File: config.mk
export PLATFORM = sky130hd
export DESIGN_NAME = sat_alu
export DESIGN_NICKNAME = d
export VERILOG_FILES = /design/src/rtl/sat_alu_pkg.sv /design/src/rtl/sat_alu_ctrl.sv /design/src/rtl/sat_alu_exec.sv /design/src/rtl/sat_alu.sv
export SDC_FILE = /design/constraint.sdc
export NUM_CORES = 1
export LEC_CHECK = 0
export CAP_MARGIN = 20
export CORE_UTILIZATION = 50
export DETAILED_ROUTE_END_ITERATION = 16
export DONT_BUFFER_PORTS = 1
export HOLD_SLACK_MARGIN = 0.03
export PLACE_DENSITY_LB_ADDON = 0.05
export SYNTH_ARGS = -nofsm -noshare
export SYNTH_HDL_FRONTEND = slang
export SYNTH_SLANG_ARGS = --single-unit
File: constraint.sdc
create_clock -name clk -period 9.5 [get_ports clk]
set_input_delay 1.425 -clock clk [delete_from_list [all_inputs] [get_ports clk]]
set_output_delay 1.425 -clock clk [all_outputs]
set_load 0.01 [all_outputs]
File: src/rtl/sat_alu_pkg.sv
package sat_alu_pkg;
  localparam int DATA_W = 16;
  localparam int MODE_W = 2;

  typedef enum logic [1:0] {
    OP_ADD = 2'b00,
    OP_SUB = 2'b01,
    OP_SHL = 2'b10,
    OP_SHR = 2'b11
  } alu_op_e;

  typedef struct packed {
    logic [DATA_W-1:0] res;
    logic              carry;
    logic              s_ovf;
    logic              s_und;
    logic              u_ovf;
    logic              u_und;
  } addsub_t;

  typedef struct packed {
    logic              out_bit;
    logic [DATA_W-1:0] res;
  } shift_t;

  // Add or subtract, with flags from the unclamped result and mode-dependent store value
  function automatic addsub_t f_addsub(input logic [DATA_W-1:0] a,
                                       input logic [DATA_W-1:0] b,
                                       input logic sub,
                                       input logic [MODE_W-1:0] mode);
    addsub_t     r;
    logic [DATA_W:0] u;
    logic [DATA_W:0] s;
    logic [DATA_W:0] ua;
    logic [DATA_W:0] ub;
    logic [DATA_W:0] sa;
    logic [DATA_W:0] sb;
    ua = {1'b0, a};
    ub = {1'b0, b};
    sa = {a[DATA_W-1], a};
    sb = {b[DATA_W-1], b};
    u  = sub ? (ua - ub) : (ua + ub);
    s  = sub ? (sa - sb) : (sa + sb);
    r.u_ovf = ~sub & u[DATA_W];
    r.u_und = sub & u[DATA_W];
    r.carry = u[DATA_W];
    r.s_ovf = ~s[DATA_W] & s[DATA_W-1];
    r.s_und = s[DATA_W] & ~s[DATA_W-1];
    r.res   = u[DATA_W-1:0];
    if (mode == 2'b01) begin
      if (r.s_ovf)      r.res = {1'b0, {(DATA_W-1){1'b1}}};
      else if (r.s_und) r.res = {1'b1, {(DATA_W-1){1'b0}}};
    end else if (mode == 2'b11) begin
      if (r.u_ovf)      r.res = {DATA_W{1'b1}};
      else if (r.u_und) r.res = '0;
    end
    return r;
  endfunction

  function automatic shift_t f_shift(input logic [DATA_W-1:0] a, input logic left);
    shift_t r;
    if (left) begin
      r.out_bit = a[DATA_W-1];
      r.res     = {a[DATA_W-2:0], 1'b0};
    end else begin
      r.out_bit = a[0];
      r.res     = {1'b0, a[DATA_W-1:1]};
    end
    return r;
  endfunction
endpackage

File: src/rtl/sat_alu_ctrl.sv
module sat_alu_ctrl (
  input  logic clk,
  input  logic rst_n,
  input  logic start_i,
  output logic accept_o,
  output logic wb_fire_o,
  output logic done_o
);
  logic done_q;

  assign accept_o  = start_i & done_q;
  assign wb_fire_o = ~done_q;
  assign done_o    = done_q;

  always_ff @(posedge clk or negedge rst_n) begin
    if (!rst_n)        done_q <= 1'b1;
    else if (accept_o) done_q <= 1'b0;
    else if (!done_q)  done_q <= 1'b1;
  end
endmodule

File: src/rtl/sat_alu_exec.sv
module sat_alu_exec
  import sat_alu_pkg::*;
(
  input  logic [DATA_W-1:0] a_i,
  input  logic [DATA_W-1:0] b_i,
  input  alu_op_e           op_i,
  input  logic [MODE_W-1:0] mode_i,
  output logic              is_addsub_o,
  output addsub_t           as_o,
  output shift_t            sh_o
);
  assign is_addsub_o = (op_i == OP_ADD) || (op_i == OP_SUB);
  assign as_o        = f_addsub(a_i, b_i, op_i == OP_SUB, mode_i);
  assign sh_o        = f_shift(a_i, op_i == OP_SHL);
endmodule

File: src/rtl/sat_alu.sv
module sat_alu
  import sat_alu_pkg::*;
(
  input  logic        clk,
  input  logic        rst_n,
  input  logic        start_i,
  input  logic [1:0]  op_i,
  input  logic [15:0] opa_i,
  input  logic [15:0] opb_i,
  input  logic        mode_we_i,
  input  logic [1:0]  mode_wdata_i,
  output logic [15:0] result_o,
  output logic [15:0] status_o
);
  // named internal events for the checker
  logic              accept;
  logic              wb_fire;
  logic              wb_addsub;
  logic              done;
  logic [MODE_W-1:0] stage_mode;

  logic [DATA_W-1:0] stage_a, stage_b;
  alu_op_e           stage_op;
  logic [MODE_W-1:0] mode_q;
  logic [DATA_W-1:0] result_q;
  logic              shout_q, carry_q, zero_q, sign_q;
  logic              s_ovf_q, s_und_q, u_ovf_q, u_und_q;
  logic              is_addsub;
  addsub_t           as_r;
  shift_t            sh_r;

  sat_alu_ctrl u_ctrl (
    .clk       (clk),
    .rst_n     (rst_n),
    .start_i   (start_i),
    .accept_o  (accept),
    .wb_fire_o (wb_fire),
    .done_o    (done)
  );

  always_ff @(posedge clk or negedge rst_n) begin
    if (!rst_n) begin
      stage_a    <= '0;
      stage_b    <= '0;
      stage_op   <= OP_ADD;
      stage_mode <= '0;
    end else if (accept) begin
      stage_a    <= opa_i;
      stage_b    <= opb_i;
      stage_op   <= alu_op_e'(op_i);
      stage_mode <= mode_q;
    end
  end

  always_ff @(posedge clk or negedge rst_n) begin
    if (!rst_n)         mode_q <= '0;
    else if (mode_we_i) mode_q <= mode_wdata_i;
  end

  sat_alu_exec u_exec (
    .a_i         (stage_a),
    .b_i         (stage_b),
    .op_i        (stage_op),
    .mode_i      (stage_mode),
    .is_addsub_o (is_addsub),
    .as_o        (as_r),
    .sh_o        (sh_r)
  );

  assign wb_addsub = wb_fire & is_addsub;

  always_ff @(posedge clk or negedge rst_n) begin
    if (!rst_n) begin
      result_q <= '0;
      shout_q  <= 1'b0;
      carry_q  <= 1'b0;
      zero_q   <= 1'b0;
      sign_q   <= 1'b0;
      s_ovf_q  <= 1'b0;
      s_und_q  <= 1'b0;
      u_ovf_q  <= 1'b0;
      u_und_q  <= 1'b0;
    end else if (wb_fire) begin
      if (is_addsub) begin
        result_q <= as_r.res;
        carry_q  <= as_r.carry;
        zero_q   <= (as_r.res == '0);
        sign_q   <= as_r.res[DATA_W-1];
        s_ovf_q  <= as_r.s_ovf;
        s_und_q  <= as_r.s_und;
        u_ovf_q  <= as_r.u_ovf;
        u_und_q  <= as_r.u_und;
      end else begin
        result_q <= sh_r.res;
        shout_q  <= sh_r.out_bit;
      end
    end
  end

  assign result_o = result_q;
  assign status_o = {shout_q, 1'b0, carry_q, mode_q, 4'b0000,
                     zero_q, sign_q, u_und_q, u_ovf_q, s_und_q, s_ovf_q, done};
endmodule

=== After elaboration in Yosys (flattened, before gate mapping) ===
Index checks and enable logic that the tools add are counted.

* Flip-flop bits (word level): 63
* Memories: 0
* Bits in read-only memories: 0
* Latch bits: 0
* Memory bits (writable): 0
* Input port bits: 40

* Reduce and logical (&&, ||, !) cells: 5
* Magnitude comparators: 0
* Multipliers: 0
* Add/sub/neg operators: 4
* Bitwise operators: 10
* Shift operators: 0
* Equal/unequal tests: 4
* Div/mod/pow operators: 0
* Multiplexer cells: 11

{| class="wikitable"
|+ Operators with widths
! cell !! count
|-
| $mux 16 || 7
|-
| $mux 17 || 3
|-
| $add 16x16->17 || 2
|-
| $sub 16x16->17 || 2
|-
| $logic_not 16->1 || 1
|-
| $and 1x1->1 || 5
|-
| $not 1->1 || 5
|-
| $eq 2x1->1 const B || 2
|-
| $eq 2x2->1 const B || 2
|-
| $reduce_and 2->1 || 2
|-
| $logic_not 2->1 || 1
|-
| $logic_or 1x1->1 || 1
|-
| $mux 1 || 1
|}

=== Logic depth before layout (Yosys ltp) ===
* Depth in word-level cells: 8
* Depth in mapped cells: 18

=== Modules after synthesis ===
A second synthesis with hierarchy kept.

* Cells, all modules: 462
* Area, all modules: 4459.3 sq um

{| class="wikitable"
|+ Modules (own cells, without submodules)
! module !! cells each !! area each (sq um) !! times used
|-
| sat_alu || 189 || 2620.0 || 1
|-
| sat_alu_exec || 269 || 1799.2 || 1
|-
| sat_alu_ctrl || 4 || 40.0 || 1
|}

=== Worst setup path before layout ===
Ideal clock, no wire load.

* Path type: reg2reg
* Start: register stage_op[0]
* End: register zero_q
* Stages on the path, launching flop included: 18
* Slack: 5.666 ns
* Setup time: 0.067 ns
* Arrival: 3.767 ns
* Period minus slack after synthesis: 3.834 ns
* Data required time: 9.433 ns
* Path through: dfrtp_1 > clkbuf_1 > nand2b_1 > buf_1 > nand2_1 > o21ai_0 > xnor2_1 > ha_1 > a21oi_1 > o21ai_1 > a311o_1 > or2_1 > buf_4 > xnor2_1 > o21ai_1 > o31a_1 > nor4_1 > a32o_1

* Longest elaborated chain between the ends: 8
* Elaborated cells between the ends (all ways): 20
* Those cells by class: 1 x eq/ne; 8 x mux; 7 x bitwise; 4 x reduce/logical

{| class="wikitable"
|+ Ends and longest elaborated chain
! item !! RTL line !! RTL
|-
| start: declaration || sat_alu.sv:23 || <nowiki>alu_op_e stage_op;</nowiki>
|-
| start signal: assignment || sat_alu.sv:50 || <nowiki>stage_op <= alu_op_e'(op_i);</nowiki>
|-
| $eq 2x1->1 || sat_alu_exec.sv:12, sat_alu_exec.sv:13 ||
|-
| $mux 17 (on tied branches) || sat_alu_pkg.sv:42, sat_alu_pkg.sv:43 ||
|-
| $and 1x1->1 or $not 1->1 (tied branches) || sat_alu_pkg.sv:45, sat_alu_pkg.sv:48 ||
|-
| $mux 16 or $and 1x1->1 (tied branches) || sat_alu_pkg.sv:55, sat_alu_pkg.sv:48 ||
|-
| $mux 16 (on tied branches) || sat_alu_pkg.sv:54, sat_alu_pkg.sv:52 ||
|-
| $mux 16 (on tied branches) || sat_alu_pkg.sv:53, sat_alu_pkg.sv:51 ||
|-
| $mux 16 || sat_alu_pkg.sv:50 || <nowiki>if (mode == 2'b01) begin</nowiki>
|-
| $logic_not 16->1 || sat_alu.sv:87 || <nowiki>zero_q <= (as_r.res == '0);</nowiki>
|-
| end signal: assignment || sat_alu.sv:87 ||
|-
| end: declaration || sat_alu.sv:26 || <nowiki>logic shout_q, carry_q, zero_q, sign_q;</nowiki>
|}

Several ways; a longest one is shown, not always the timed one.
A chain may end at the register's enable or synchronous reset.

=== Worst setup path after layout ===
Ends and elaborated chain as after synthesis.

==> flow_summary.ini <==
[outcome]
outcome = completed

[floorplan]
die_h_um = 96.2
die_area_sq_mm = 0.00925
rows = 34
core_area_sq_mm = 0.00864
initial_core_util = 0.514
io-pin-count = 72
dieWidth_um = 96.2

[cts]
post_cts_buffers = 0
clock-sinks = 63
hold_buffers = 0
cts_max_path_buffers = 2
cts_resized = 0
numCtsBuffers = 9
cts_root_buf = clkbuf_8
cts_tree = yes
htreeDepth = 3
insertion_delay_ns = 0.35
clkSlewWorstSetupHoldPaths_ns = 0.06

[timing]
rsz0062_at_grt = no
max_clock_freq_mhz = 190
fin_ws_ns = 4.24
hold_violations = 0
fin_crit_ns = 5.26
worst_pin_slew_ns = 0.964
slew_headroom = 0.353
maxSlewViolCount = 0
tns_ns = 0
final.period_utilization = 0.554
setup_viol = 0
skew_ns = 0.0121

[grt]
overflow = 0
first_global_vias = 3258
grt.total_usage = 0.246
grt_pass1_wl_mm = 16.9
antenna_found_initial = 0
grt_max_degree = 64

[synthesis]
ys_types = 67
syn_avg_cell_area_sq_um = 9.95
synth_edf_count = 0
synthTopCellsByArea = dfrtp_1, mux2_2, ha_1, xnor2_1, nand2_1
postSynthCellCount = 446
synth_common_cells = dfrtp_1, nand2_1, mux2_2
synth_area_leader_cell = dfrtp_1
post-synth-top-count-cell = dfrtp_1
seq_area_frac_synth = 0.356
syn-cell-area_sq_mm = 0.00444
synth-warning-count = 0
async_reset_ff_frac = 1.00
synth_top_area_share = 0.350
ys_ff_latch = 63
synth_ff_type = dfrtp_1

[power]
p_per_area_mw_per_mm2 = 288
power_leakage_nw = 1.99
ir_worst_vdd_mv = 0.106

[placed_design]
place_congestion = 0.933
place_ws_ns = 4.27
dp_hpwl_mm = 7.99
port_buffers = 0

[run]
cap_violations = 0

[layout]
num-fill-cells = 812
final_util = 0.536
n_antenna_cell = 0
regArea_sq_mm = 0.00158
layout-drive-gt1-share = 0.181
syn2layout_area_growth_pct = 4.31
final_nets = 491
multiInputGateArea_sq_mm = 0.00265

[setup_path]
crit_cells = 13
end_kind = flip-flop
reg2reg_from = stage_op[0]
path_buf_inv = 0
crit_family = compound AO/OA/AOI/OAI gates
path_cells = nor2b_1, o21ai_0, xnor2_1, ha_1, a21oi_1, o21ai_1, a311o_1, or2_1, xnor2_1, o21ai_1, o31a_1, nor4_1, a32o_1
reg2reg_to = zero_q
cp_data_required_time_ns = 9.79
cp.arrival_ns = 5.54
reg2reg_slack_ns = 4.24
crit_type = flip-flop to flip-flop
reg2regPathDepth = 13
crit_fanout = 23
cp_slowest_cell = dfrtp_1
startpoint_type = flip-flop
worst_path_largest_cell_delay_ns = 0.98

[routing]
drc = 0
viasPerCell = 6.16
first_pass_iters = 4
dr_total_vias = 3359
wirelength_mm = 10.6
drt_iter0_markers = 135
wire_per_inst_um = 19.5
detail-route-antenna-nets = 0

[worst_hold_path]
hp-class = flip-flop to flip-flop
hold_depth = 2
min_from = result_o[3]
hold_end = result_o[3]
==> area by class of cell <==
type / instances / share of cell area
well taps: 108 / 0.0292
flip-flops and latches: 63 / 0.341
clock inverters: 4 / 0.0103
multi-input cells: 345 / 0.573
inverters: 11 / 0.00892
clock buffers: 11 / 0.0284
repair buffers: 3 / 0.00919
==> power by group <==
group	internal (W)	leakage (nW)	switching [W]
clock	0.000119	0.0892	0.000106
combinational	0.000280	1.15	0.000398
sequential	0.000334	0.750	0.0000943
==> worst max path at each step <==
stage                startpoint      to  slack, ns
CTS                 stage_op[0]  zero_q       4.26
global placement    stage_op[0]  zero_q       4.37
detailed placement  stage_op[0]  zero_q       4.27
finish              stage_op[0]  zero_q       4.24
global route        stage_op[0]  zero_q       3.93
floorplan           stage_op[0]  zero_q       5.67
==> metrics by stage <==
step,hold slack [ns],instance area (sq um),power (W),instances
after floorplan,0.450,4450,0.000971,450
after global routing,0.572,4630,0.00143,545
after detailed placement,0.528,4420,0.00110,529
after CTS,0.544,4600,0.00133,544
final,0.538,4630,0.00133,545
after global placement,0.526,4420,0.00110,529
==> metal layers <==
metal / GRT usage / vias to the layer above / part of all wire
li1: - / 1588 / -
met1: 0.333 / 1649 / 0.47
met2: 0.395 / 101 / 0.46
met3: 0.0490 / 21 / 0.050
met4: 0.0784 / 0 / 0.020
met5: 0 / - / 0
==> kinds of logic (layout without fill, tap and decap cells) <==
family	count (synthesis)	in the layout	synth area share
buffers and inverters	42	29	0.0499
AND/OR/NAND/NOR	110	110	0.119
multiplexers	52	52	0.128
AO/OA/AOI/OAI	124	124	0.212
XOR/XNOR	33	33	0.0753
flip-flops	63	63	0.356
other	1	5	0.000845
adder cells (fa/ha/maj)	21	21	0.0595
==> worst register-to-register path, cell delays in order, from the launching register on <==
cell	delay [ns]
dfrtp_1	0.98
nor2b_1	0.78
o21ai_0	0.25
xnor2_1	0.18
ha_1	0.38
a21oi_1	0.18
o21ai_1	0.11
a311o_1	0.45
or2_1	0.39
xnor2_1	0.53
o21ai_1	0.18
o31a_1	0.33
nor4_1	0.27
a32o_1	0.19
==> placed cells by master, fill, tap and decap left out, drive strengths merged, types with 4 or more instances in the layout <==
master and instances:
dfrtp 62, xor2 7, o211ai 8, nor4 4, nor2 23, a31oi 6
a21oi 35, mux2i 14, a221oi 9, ha 17, xnor2 26, o21ai 22
nand3 6, o31ai 7, inv 11, a21o 11, nand2 50, clkbuf 11
nand2b 4, conb 5, nor3 7, mux2 38
==> flip-flops by register name, indices dropped and copies added, names as in the netlist <==
name	flops
result_o	16
stage_a	16
stage_b	16
mode_q	2
stage_mode	2
stage_op	2
carry_q	1
s_ovf_q	1
s_und_q	1
shout_q	1
sign_q	1
u_ctrl.done_o	1
u_ovf_q	1
u_und_q	1
zero_q	1
(Power assumes the default switching activity.)
